## config.mk

```make
export PLATFORM = sky130hd
export DESIGN_NAME = gpio_irq_detector
export DESIGN_NICKNAME = d
export VERILOG_FILES = /design/src/rtl/gpio_irq_pkg.sv /design/src/rtl/gpio_irq_sync.sv /design/src/rtl/gpio_irq_pin.sv /design/src/rtl/gpio_irq_detector.sv
export SDC_FILE = /design/constraint.sdc
export NUM_CORES = 1
export LEC_CHECK = 0
export ABC_AREA = 0
export BUFFER_PORTS_ARGS = -buffer_cell sky130_fd_sc_hd__buf_2
export CAP_MARGIN = 20
export CORE_ASPECT_RATIO = 1.75
export CORE_MARGIN = 2
export CORE_UTILIZATION = 30
export CTS_CLUSTER_DIAMETER = 80
export DETAILED_ROUTE_END_ITERATION = 8
export PLACE_DENSITY = 0.46
export SYNTH_ARGS = -nofsm -noshare
export SYNTH_HDL_FRONTEND = slang
export SYNTH_SLANG_ARGS = --single-unit
```

## constraint.sdc

```tcl
create_clock -name clk -period 2.3 [get_ports clk]
set_clock_uncertainty 0.05 [all_clocks]
set_input_delay 0.345 -clock clk [delete_from_list [all_inputs] [get_ports clk]]
set_output_delay 0.345 -clock clk [all_outputs]
set_load 0.05 [all_outputs]
```

## src/rtl/gpio_irq_pkg.sv

```systemverilog
package gpio_irq_pkg;

    localparam int CFG_W     = 8;
    localparam int TGT_W     = 3;
    localparam logic [TGT_W-1:0] TGT_APP = 3'd4;

    // Per-pin configuration byte, MSB first.
    typedef struct packed {
        logic             irq_en;
        logic             cap_en;
        logic             pol;
        logic [1:0]       det;
        logic [TGT_W-1:0] tgt;
    } pin_cfg_t;

endpackage

```

## src/rtl/gpio_irq_sync.sv

```systemverilog
module gpio_irq_sync #(
    parameter int STAGES = 2
) (
    input  logic clk,
    input  logic rst_n,
    input  logic d,
    output logic q
);
    logic [STAGES-1:0] sh_d, sh_q;

    always_comb begin
        if (STAGES > 1)
            sh_d = {sh_q[STAGES-2:0], d};
        else
            sh_d = d;
    end

    always_ff @(posedge clk or negedge rst_n) begin
        if (!rst_n) sh_q <= '0;
        else        sh_q <= sh_d;
    end

    assign q = sh_q[STAGES-1];
endmodule

```

## src/rtl/gpio_irq_pin.sv

```systemverilog
module gpio_irq_pin
    import gpio_irq_pkg::*;
#(
    parameter int DET_W      = 2,
    parameter bit CLR_ON_ONE = 1'b1
) (
    input  logic     clk,
    input  logic     rst_n,
    input  logic     s_in,
    input  logic     cfg_we,
    input  pin_cfg_t cfg_wdata,
    input  logic     clr_we,
    input  logic     clr_bit,
    output logic     status_o,
    output logic     irq_o,
    output logic     app_o
);
    typedef struct packed {
        pin_cfg_t cfg;
        logic     prev;
        logic     status;
    } pin_state_t;

    pin_state_t state_d, state_q;

    logic is_level, watch_rise, watch_fall;
    logic rise, fall, lvl_hit, edge_hit, ev, clr;

    // Detection-code decode, chosen by variant
    generate
        if (DET_W == 2) begin : g_det_wide
            always_comb begin
                is_level   = (state_q.cfg.det == 2'd0);
                watch_rise = state_q.cfg.det[0];
                watch_fall = state_q.cfg.det[1];
            end
        end else begin : g_det_narrow
            always_comb begin
                is_level   = ~state_q.cfg.det[0];
                watch_rise = state_q.cfg.det[0] &  state_q.cfg.pol;
                watch_fall = state_q.cfg.det[0] & ~state_q.cfg.pol;
            end
        end
    endgenerate

    always_comb begin
        state_d  = state_q;
        rise     = s_in & ~state_q.prev;
        fall     = ~s_in & state_q.prev;
        lvl_hit  = state_q.cfg.pol ? s_in : ~s_in;
        edge_hit = (watch_rise & rise) | (watch_fall & fall);
        ev       = state_q.cfg.cap_en & (is_level ? lvl_hit : edge_hit);
        clr      = clr_we & (CLR_ON_ONE ? clr_bit : ~clr_bit);

        state_d.prev = s_in;
        if (cfg_we)
            state_d.cfg = cfg_wdata;
        if (is_level)
            state_d.status = ev;
        else
            state_d.status = ev | (state_q.status & ~clr);
    end

    always_ff @(posedge clk or negedge rst_n) begin
        if (!rst_n) state_q <= '0;
        else        state_q <= state_d;
    end

    assign status_o = state_q.status;
    assign irq_o    = state_q.status & state_q.cfg.irq_en;
    assign app_o    = (state_q.cfg.tgt == TGT_APP);

    p_sticky_r8: assert property (@(posedge clk) disable iff (!rst_n)
        (!is_level && state_q.status && !clr) |=> state_q.status)
        else $error("edge status dropped without a clear");

    p_clear_r8: assert property (@(posedge clk) disable iff (!rst_n)
        (!is_level && clr && !ev) |=> !state_q.status)
        else $error("clear did not drop edge status");

    p_set_wins_r9: assert property (@(posedge clk) disable iff (!rst_n)
        (!is_level && ev) |=> state_q.status)
        else $error("detected edge lost");

    p_gate_off_r7: assert property (@(posedge clk) disable iff (!rst_n)
        (!state_q.cfg.cap_en && !state_q.status) |=> !state_q.status)
        else $error("status set with capture gate off");
endmodule

```

## src/rtl/gpio_irq_detector.sv

```systemverilog
module gpio_irq_detector
    import gpio_irq_pkg::*;
#(
    parameter int NUM_PINS    = 8,
    parameter int DET_W       = 2,
    parameter bit CLR_ON_ONE  = 1'b1,
    parameter int SYNC_STAGES = 2,
    localparam int SEL_W      = (NUM_PINS > 1) ? $clog2(NUM_PINS) : 1
) (
    input  logic                clk,
    input  logic                rst_n,
    input  logic [NUM_PINS-1:0] pin_in,
    input  logic                cfg_we,
    input  logic [SEL_W-1:0]    cfg_sel,
    input  logic [CFG_W-1:0]    cfg_wdata,
    input  logic                clr_we,
    input  logic [NUM_PINS-1:0] clr_data,
    output logic [NUM_PINS-1:0] status_o,
    output logic                irq_o,
    output logic [NUM_PINS-1:0] app_route_o
);
    logic [NUM_PINS-1:0] pin_s;
    logic [NUM_PINS-1:0] pin_irq;

    generate
        for (genvar i = 0; i < NUM_PINS; i++) begin : g_pin
            logic sel_hit;
            assign sel_hit = cfg_we && (cfg_sel == SEL_W'(i));

            gpio_irq_sync #(.STAGES(SYNC_STAGES)) u_sync (
                .clk   (clk),
                .rst_n (rst_n),
                .d     (pin_in[i]),
                .q     (pin_s[i])
            );

            gpio_irq_pin #(.DET_W(DET_W), .CLR_ON_ONE(CLR_ON_ONE)) u_det (
                .clk       (clk),
                .rst_n     (rst_n),
                .s_in      (pin_s[i]),
                .cfg_we    (sel_hit),
                .cfg_wdata (pin_cfg_t'(cfg_wdata)),
                .clr_we    (clr_we),
                .clr_bit   (clr_data[i]),
                .status_o  (status_o[i]),
                .irq_o     (pin_irq[i]),
                .app_o     (app_route_o[i])
            );
        end
    endgenerate

    assign irq_o = |pin_irq;

    p_irq_idle_r10: assert property (@(posedge clk) disable iff (!rst_n)
        ($countones(status_o) == 0) |-> !irq_o)
        else $error("summary interrupt with no status");
endmodule

```

**Yosys cells after proc, flatten, opt, wreduce, memory -nomap -nowiden**

Index checks and enable logic that the tools add are counted.

- Equality and inequality tests: 15
- Muxes and demuxes: 24
- Bitwise logic cells: 104
- Reductions and logical operators: 18

Operator list:

| operator | count |
|---|---|
| AND 1 bit | 64 |
| equality test 3 bit (second input constant) | 12 |
| two-way mux 1 bit | 24 |
| NOT 1 bit | 24 |
| logical NOT 2 bit | 8 |
| OR 1 bit | 16 |
| logical AND 1 bit | 8 |
| OR reduction 8 bit | 1 |
| equality test 3 x 2 -> 1 bit (second input constant) | 2 |
| equality test 3 x 1 -> 1 bit (second input constant) | 1 |
| logical NOT 3 bit | 1 |

- Register bits: 96

**Longest topological paths before layout**

Gate-level depths: netlist (run 1).

- Depth in word-level cells: 8
- Mapped depth: 4

**By module**

From an unflattened synthesis (run 1), not the netlist that was laid out.

- Cell total of the unflattened synthesis: 256
- Area, all modules: 3,783.6 µm²

Modules (own cells, without submodules):

| module | instances | cells an instance | area each (µm²) | sequential area each (µm²) |
|---|---|---|---|---|
| gpio_irq_pin | 8 | 28 | 411.6 | 250.2 |
| gpio_irq_sync | 8 | 2 | 50.0 | 50.0 |
| gpio_irq_detector | 1 | 16 | 90.1 | 0.0 |

**Worst setup path after synthesis (run 1)**

No wires, ideal clock.

- Path kind: input to register
- From: input port cfg_sel[2]
- To: register g_pin[2].u_det.state_q[2] (netlist bit)
- Setup time: 0.125 ns
- Arrival time: 1.328 ns
- Required time: 2.125 ns
- Path slack: 0.798 ns
- Cell stages on the path: 4
- Cell sequence: buf_6 -> nand2b_4 -> nor3b_4 -> mux2_2

- Cells in the longest elaborated chain, start to end: 2

RTL lines:

| element | RTL line | text |
|---|---|---|
| start, declared | gpio_irq_detector.sv:14 | `input logic [SEL_W-1:0] cfg_sel,` |
| equality test 3 x 2 -> 1 bit | gpio_irq_detector.sv:28 | `assign sel_hit = cfg_we && (cfg_sel == SEL_W'(i));` |
| logical AND 1 bit | gpio_irq_detector.sv:28 |  |
| end signal, assigned | gpio_irq_pin.sv:66 | `else state_q <= state_d;` |
| end, declared | gpio_irq_pin.sv:24 | `pin_state_t state_d, state_q;` |

Every way passes these cells.
A chain may end at the register's enable or synchronous reset.

**Worst setup path after layout (run 1)**

- From: register g_pin[5].u_det.state_q, in the netlist g_pin[5].u_det.status_o
- To: output port irq_o

- Cells in the longest elaborated chain, start to end: 2

RTL lines:

| element | RTL line | text |
|---|---|---|
| start, declared | gpio_irq_pin.sv:24 |  |
| start signal, assigned | gpio_irq_pin.sv:66 |  |
| AND 1 bit | gpio_irq_pin.sv:70 | `assign irq_o = state_q.status & state_q.cfg.irq_en;` |
| OR reduction 8 bit | gpio_irq_detector.sv:52 | `assign irq_o = \|pin_irq;` |
| end, declared | gpio_irq_detector.sv:19 | `output logic irq_o,` |

Every way passes these cells.

==> results of run 1 <==
-- worst paths after layout --
check | start | end | slack [ns] | depth (start not counted)
setup / recovery | g_pin[5].u_det.status_o$_DFF_PN0_ | irq_o | 0.54 | 3
hold / removal | pin_in[4] | g_pin[4].u_sync.sh_q[0]$_DFF_PN0_ | 0.06 | 1
setup reg to reg | g_pin[4].u_det.state_q[6]$_DFFE_PN0P_ | g_pin[4].u_det.status_o$_DFF_PN0_ | 1.14 | 3
hold reg to reg | g_pin[7].u_sync.sh_q[0]$_DFF_PN0_ | g_pin[7].u_sync.sh_q[1]$_DFF_PN0_ | 0.30 | 0
max in group asynchronous | rst_n | g_pin[5].u_det.state_q[6]$_DFFE_PN0P_ | 1.24 | 3
min in group asynchronous | rst_n | g_pin[5].u_sync.sh_q[0]$_DFF_PN0_ | 0.41 | 2
-- cell type report --
cell class                      instances  area (um^2)  area share [%]
Sequential cell                        96         2400            53.4
Multi-Input combinational cell        143         1340            29.8
Timing Repair Buffer                   53          298            6.62
Clock buffer                           11          233            5.17
Tap cell                              171          214            4.76
Clock inverter                          2         10.0           0.223
-- critical path, delay by kind of cell, from the launching register on --
family          cells  cell delay (ns)
buf+inv             1             0.23
flops               1             0.43
simple gates        1             0.12
compound gates      1             0.26
-- state kept, by name, indices dropped and copies added (netlist names) --
register,cells
g_pin.u_det.state_q,72
g_pin.u_det.status_o,8
g_pin.u_sync.sh_q,16
-- power by group --
part / internal, mW / switching (mW) / total [mW]
clock: 0.711 / 0.571 / 1.28
combinational: 0.416 / 0.580 / 0.996
sequential: 2.01 / 0.214 / 2.23
-- metal layers --
metal,wire length [um],GRT usage [%],share of wire (%),vias up
li1,-,-,-,1014
met1,3260,14.1,40,1148
met2,4480,22.5,56,33
met3,191,2.29,2.4,9
met4,132,4.91,1.6,0
met5,0,0,0,-
-- kinds of logic after synthesis --
kind of cell	synth area share (%)
buf+inv	3.98
simple gates	9.76
mux	18.5
flops	61.6
compound gates	4.36
xor+xnor	1.80
-- per-stage QoR --
| step | instance area, um^2 | instances | hold slack (ns) |
|---|---|---|---|
| 3_3_place_gp | 4250 | 462 | 0.228 |
| 6_report | 4500 | 476 | 0.0643 |
| 2_1_floorplan | 3900 | 260 | -0.000591 |
| 5_1_grt | 4500 | 476 | 0.0528 |
| 4_1_cts | 4500 | 476 | 0.0534 |
| 3_5_place_dp | 4250 | 462 | 0.232 |
-- cells in the final DEF (no fill, tap or decap), types with 2 or more instances in the layout --
cell type,Yosys,layout
a22oi_1,4,4
a32o_1,8,8
buf_2,1,46
buf_4,18,5
clkbuf_1,1,2
clkbuf_16,0,9
clkinv_2,0,2
dfrtp_1,96,96
mux2_2,64,64
nand2_1,9,9
nand3b_1,16,16
nand4_1,2,2
nand4b_1,3,3
nor3b_1,8,8
nor3b_4,2,2
o211ai_1,8,8
or2_2,8,8
xor2_1,8,8
-- repair_timing --
| action | 4_1_cts | 5_1_grt |
|---|---|---|
| hold endpoints to repair | 23 | 0 |
| hold buffers | 1 | 0 |
| setup buffers | 0 | 0 |
==> flow_summary_export.csv, run 1 <==
group,metric,value,unit
yosys,synth.most_common_cell,"dfrtp_1",
yosys,synth.top_cells.by_area,"dfrtp_1 (62%), mux2_2 (18%), buf_4 (3.5%), nand3b_1 (3.1%), a32o_1 (2.1%)",
floorplanning,start_util,30.5,%
worst_setup_path,cp.required,1.90,ns
worst_setup_path,arrival,1.36,ns
pwr,power,4.50,mW
worst_setup_path,setup.worst_path.end_class,"primary output",
cells_and_area,area_delta_synth_final,15.4,%
timing,worstMarginPinSlew,0.563,ns
yosys,ys_async_sr_fraction,100,%
yosys,synth_top_area_share,61.6,%
drt,totalWireLength,8070,um
cells_and_area,fill_cells,1297,
outcome,status,"finished, final reports clean",
yosys,yosysUniqueCellTypes,20,
yosys,ys.warnings.count,0,
global_route,grt_util_all_layers,12.3,%
cts,clock-sinks,96,
yosys,synth_nets,291,
timing,layout_setup_ws,0.540,ns
yosys,ys_top_cells_by_count,"dfrtp_1 (96), mux2_2 (64), buf_4 (18)",
timing,period_needed,1.76,ns
drt,dr.pass1.iters,4,
pwr,p_leak,1.95,nW
yosys,seq_area_frac_synth,61.6,%
worst_setup_path,critical_path_class,"reg2out",
cts,cts_buffers,9,
floorplanning,fp.dieW,90.2,um
worst_setup_path,path_cells,"a22oi_1 -> nand4_1 -> buf_2",
floorplanning,dieArea,14000,um^2
yosys,synth_cells,260,
placement,place_ws,0.577,ns
pwr,irDropWorstVdd,0.359,mV
timing,finalCritPeriodShare,76.5,%
timing,rsz0062_at_grt,"false",
drt,vias_per_cell,4.63,
drt,drc_errors,0,
placement,place.gp.congestion,0.713,
worst_setup_path,setup.worst_path.start_class,"register",
drt,first_iter_violations,88,
cells_and_area,fin_nets,334,
yosys,syn_avg_cell_area,15.0,um^2
global_route,grt_max_degree,40,
cells_and_area,fin_util,35.1,%
drt,postRouteAntennaNets,0,
floorplanning,core_area,12800,um^2
worst_setup_path,cp_slowest_cell,"dfrtp_1",
cts,clk_latency,0.33,ns
worst_setup_path,cp_slowest_stage_delay,0.43,ns
cts,ctsResizeCount,0,
floorplanning,fp.dieH,155,um
cts,path_clk_slew,0.06,ns
floorplanning,row_count,55,
timing,setup-tns-final,0,ns
placement,port_buffers,47,
global_route,antenna_found_initial,0,
global_route,grt_overflow,0,
timing,setup_viol,0,
drt,wl_per_cell,16.9,um
cells_and_area,diodes,0,
pwr,power_density,1000,nW/um^2
yosys,synth_top_cell_by_area,"dfrtp_1",
floorplanning,ioPinCount,48,
cts,cts_tree,"done",
worst_setup_path,cp_max_fo,3,
drt,dr_total_vias,2204,
timing,max_freq,568,MHz
job,maxCapViolCount,0,
yosys,syn-cell-area,3900,um^2
timing,hold_viol,0,
yosys,synth_edf_count,0,
cts,cts_root_buf,"clkbuf_16",
cts,clk_path_buf_depth,2,
placement,dp_hpwl,5800,um
global_route,grt_pass1_wl,13100,um
timing,maxSlewHeadroom,62.3,%
global_route,grt_pass1_vias,2393,
yosys,synth_ff_type,"dfrtp_1",
cells_and_area,drive_gt1_share,45.9,%
min_path,min_path_type,"in2reg",
cts,ctsHtreeMaxLevel,3,
yosys,ys_ff_latch,96,
timing,drv_slew,0,
Note: power is estimated with default switching activity, not from simulation.
==> inputs of run 2 (changes only) <==
==> constraint.sdc (replaced) <==
create_clock -name clk -period 1.65 [get_ports clk]
set_clock_uncertainty 0.05 [all_clocks]
set_input_delay 0.2475 -clock clk [delete_from_list [all_inputs] [get_ports clk]]
set_output_delay 0.2475 -clock clk [all_outputs]
set_load 0.05 [all_outputs]
==> run 2 against run 1 <==
  * Clock-buffer cell count unchanged
  * Register-to-register slack got worse by 0.63 ns
  * Routed wire length up 0.42%
  * Cell count grew 3.4%
  * Non-clock buffer count is 14 higher
  * Power grew 49%
  * Sequential power increased by 39%
  * Cell area increased by 5.6%
  * Die area stayed put
  * Combinational power increased by 50%
  * Global-route usage is essentially flat
  * Critical endpoint unchanged
==> flow_summary_export.csv, run 2 (synthesis results as in run 1) <==
group,metric,value,unit
worst_setup_path,cp_max_fo,2,
placement,dp_hpwl,5820,um
cells_and_area,area_delta_synth_final,21.9,%
worst_setup_path,arrival,1.30,ns
global_route,antenna_found_initial,0,
cells_and_area,layout_common_cells,"dfrtp_1 (96), mux2_2 (64), buf_2 (41)",
worst_setup_path,critPathTopFamily,"flip-flops",
drt,drc_errors,0,
cells_and_area,design_area,4750,um^2
drt,dr.pass1.iters,4,
pwr,irDropWorstVdd,0.470,mV
job,maxCapViolCount,0,
floorplanning,ioPinCount,48,
drt,postRouteAntennaNets,0,
floorplanning,start_util,30.5,%
worst_setup_path,rr_worst_depth,3,
worst_setup_path,crit_path_start,"g_pin[3].u_det.status_o$_DFF_PN0_",
cts,path_clk_slew,0.07,ns
timing,maxSlewHeadroom,71.3,%
placement,port_buffers,47,
global_route,grt_max_degree,54,
timing,hold_viol,0,
cts,cts_buffers,9,
timing,setup_viol,0,
timing,period_needed,1.60,ns
worst_setup_path,r2r_slack,0.51,ns
cells_and_area,regMostFlops,"g_pin.u_det.state_q",
worst_setup_path,setup.worst_path.start_class,"register",
floorplanning,fp.dieH,155,um
worst_setup_path,path_cells,"a22oi_1 -> nand4_1 -> buf_6",
cts,ctsHtreeMaxLevel,3,
cells_and_area,fin_nets,348,
timing,rsz0062_at_grt,"false",
min_path,hold_end,"g_pin[5].u_det.status_o$_DFF_PN0_",
pwr,p_leak,2.05,nW
drt,first_iter_violations,102,
timing,finalCritPeriodShare,97.0,%
cts,clk_latency,0.33,ns
drt,wl_met1,3290,um
floorplanning,dieArea,14000,um^2
timing,worstMarginPinSlew,0.430,ns
drt,dr_total_vias,2247,
pwr,power_density,1410,nW/um^2
cts,cts_root_buf,"clkbuf_16",
placement,place.gp.congestion,0.694,
min_path,min_path_type,"in2reg",
cells_and_area,drive_gt1_share,47.4,%
worst_setup_path,setup.worst_path.end_class,"primary output",
worst_setup_path,r2r_start,"g_pin[4].u_det.state_q[6]$_DFFE_PN0P_",
drt,totalWireLength,8100,um
drt,vias_per_cell,4.57,
floorplanning,fp.dieW,90.2,um
timing,setup-tns-final,0,ns
drt,wl_per_cell,16.5,um
worst_setup_path,cp_slowest_cell,"dfrtp_1",
cts,cts_tree,"done",
drt,met2_length,4520,um
drt,dr_wl_met3,165,um
cells_and_area,layout_commonest_cell,"dfrtp_1",
outcome,status,"finished, final reports clean",
timing,max_freq,625,MHz
global_route,grt_util_all_layers,12.3,%
worst_setup_path,crit_buf_inv,1,
cts,clock-sinks,96,
cells_and_area,largest_reg_flops,72,
timing,drv_slew,0,
worst_setup_path,cp.required,1.35,ns
placement,placed_area,4310,um^2
drt,top_layer,"met4",
global_route,grt_pass1_vias,2395,
floorplanning,row_count,55,
min_path,worst_hold_startpoint,"clr_data[5]",
global_route,grt_overflow,0,
worst_setup_path,critical_path_class,"reg2out",
cells_and_area,diodes,0,
global_route,grt_pass1_wl,13000,um
min_path,worstHoldPathCells,3,
floorplanning,core_area,12800,um^2
worst_setup_path,r2r_end,"g_pin[4].u_det.status_o$_DFF_PN0_",
cts,clk_path_buf_depth,2,
worst_setup_path,cp_slowest_stage_delay,0.41,ns
[run 2: cell count changes in the layout (fill, tap and decap cells not counted), moves of 2 or more]
cell,previous run,this run
dlygate4sd3_1,1,9
buf_4,5,11
clkinv_2,2,0
clkinvlp_4,0,2
clkbuf_8,0,2
clkbuf_1,2,0
buf_2,46,41
buf_12,1,4
[run 2: worst register-to-register path, cell delays in order, from the launching register on]
cell	delay (ns)
dfrtp_1	0.39
or2_2	0.31
o211ai_1	0.19
a32o_1	0.14
[run 2: cell type report]
class                   count  area, um^2
well taps                 171         214
flip-flops and latches     96        2400
clock inverters             4        53.8
fillers                  1279        8050
repair buffers             67         477
multi-input cells         143        1350
clock buffers              11         253
[run 2: metrics by stage]
| step | util [%] | power [mW] | hold slack [ns] | worst slack (ns) | instances |
|---|---|---|---|---|---|
| 2_1_floorplan | - | 4.27 | -0.0981 | 0.245 | 260 |
| 3_3_place_gp | 33.7 | 4.55 | 0.200 | 0.125 | 466 |
| 3_5_place_dp | 33.7 | 4.59 | 0.203 | 0.0929 | 466 |
| 4_1_cts | 37.0 | 6.78 | 0.186 | 0.0108 | 492 |
| 5_1_grt | 37.1 | 7.05 | 0.193 | 0.00956 | 492 |
| 6_report | 37.1 | 6.69 | 0.188 | 0.0489 | 492 |
[run 2: layer usage]
metal / vias to the layer above / track usage, %
li1: 1048 / -
met1: 1160 / 14.0
met2: 33 / 22.7
met3: 6 / 1.90
met4: 0 / 5.27
met5: - / 0
[run 2: what timing repair did]
action	in CTS	in global routing
buffers inserted	2	0
resized for setup	3	7
endpoints found under the hold margin	104	0
hold buffers	9	0
pin swaps	0	1
endpoints found under the setup margin	2	4
[run 2: worst max path at each step]
stage	endpoint	slack (ns)	cells after the start
detailed placement	g_pin[2].u_det.state_q[8]$_DFFE_PN0P_	0.09	4
floorplan	g_pin[2].u_det.state_q[2]$_DFFE_PN0P_	0.25	4
CTS	irq_o	0.01	3
global placement	g_pin[2].u_det.state_q[8]$_DFFE_PN0P_	0.12	4
finish	irq_o	0.05	3
global route	app_route_o[6]	0.01	2
[run 2: where the power goes]
| part | leakage, nW | internal, mW | total (mW) | switching [mW] |
|---|---|---|---|---|
| clock network | 0.144 | 1.25 | 2.10 | 0.847 |
| logic | 0.760 | 0.659 | 1.49 | 0.829 |
| registers | 1.15 | 2.80 | 3.10 | 0.302 |
| total | 2.05 | 4.71 | 6.69 | 1.98 |
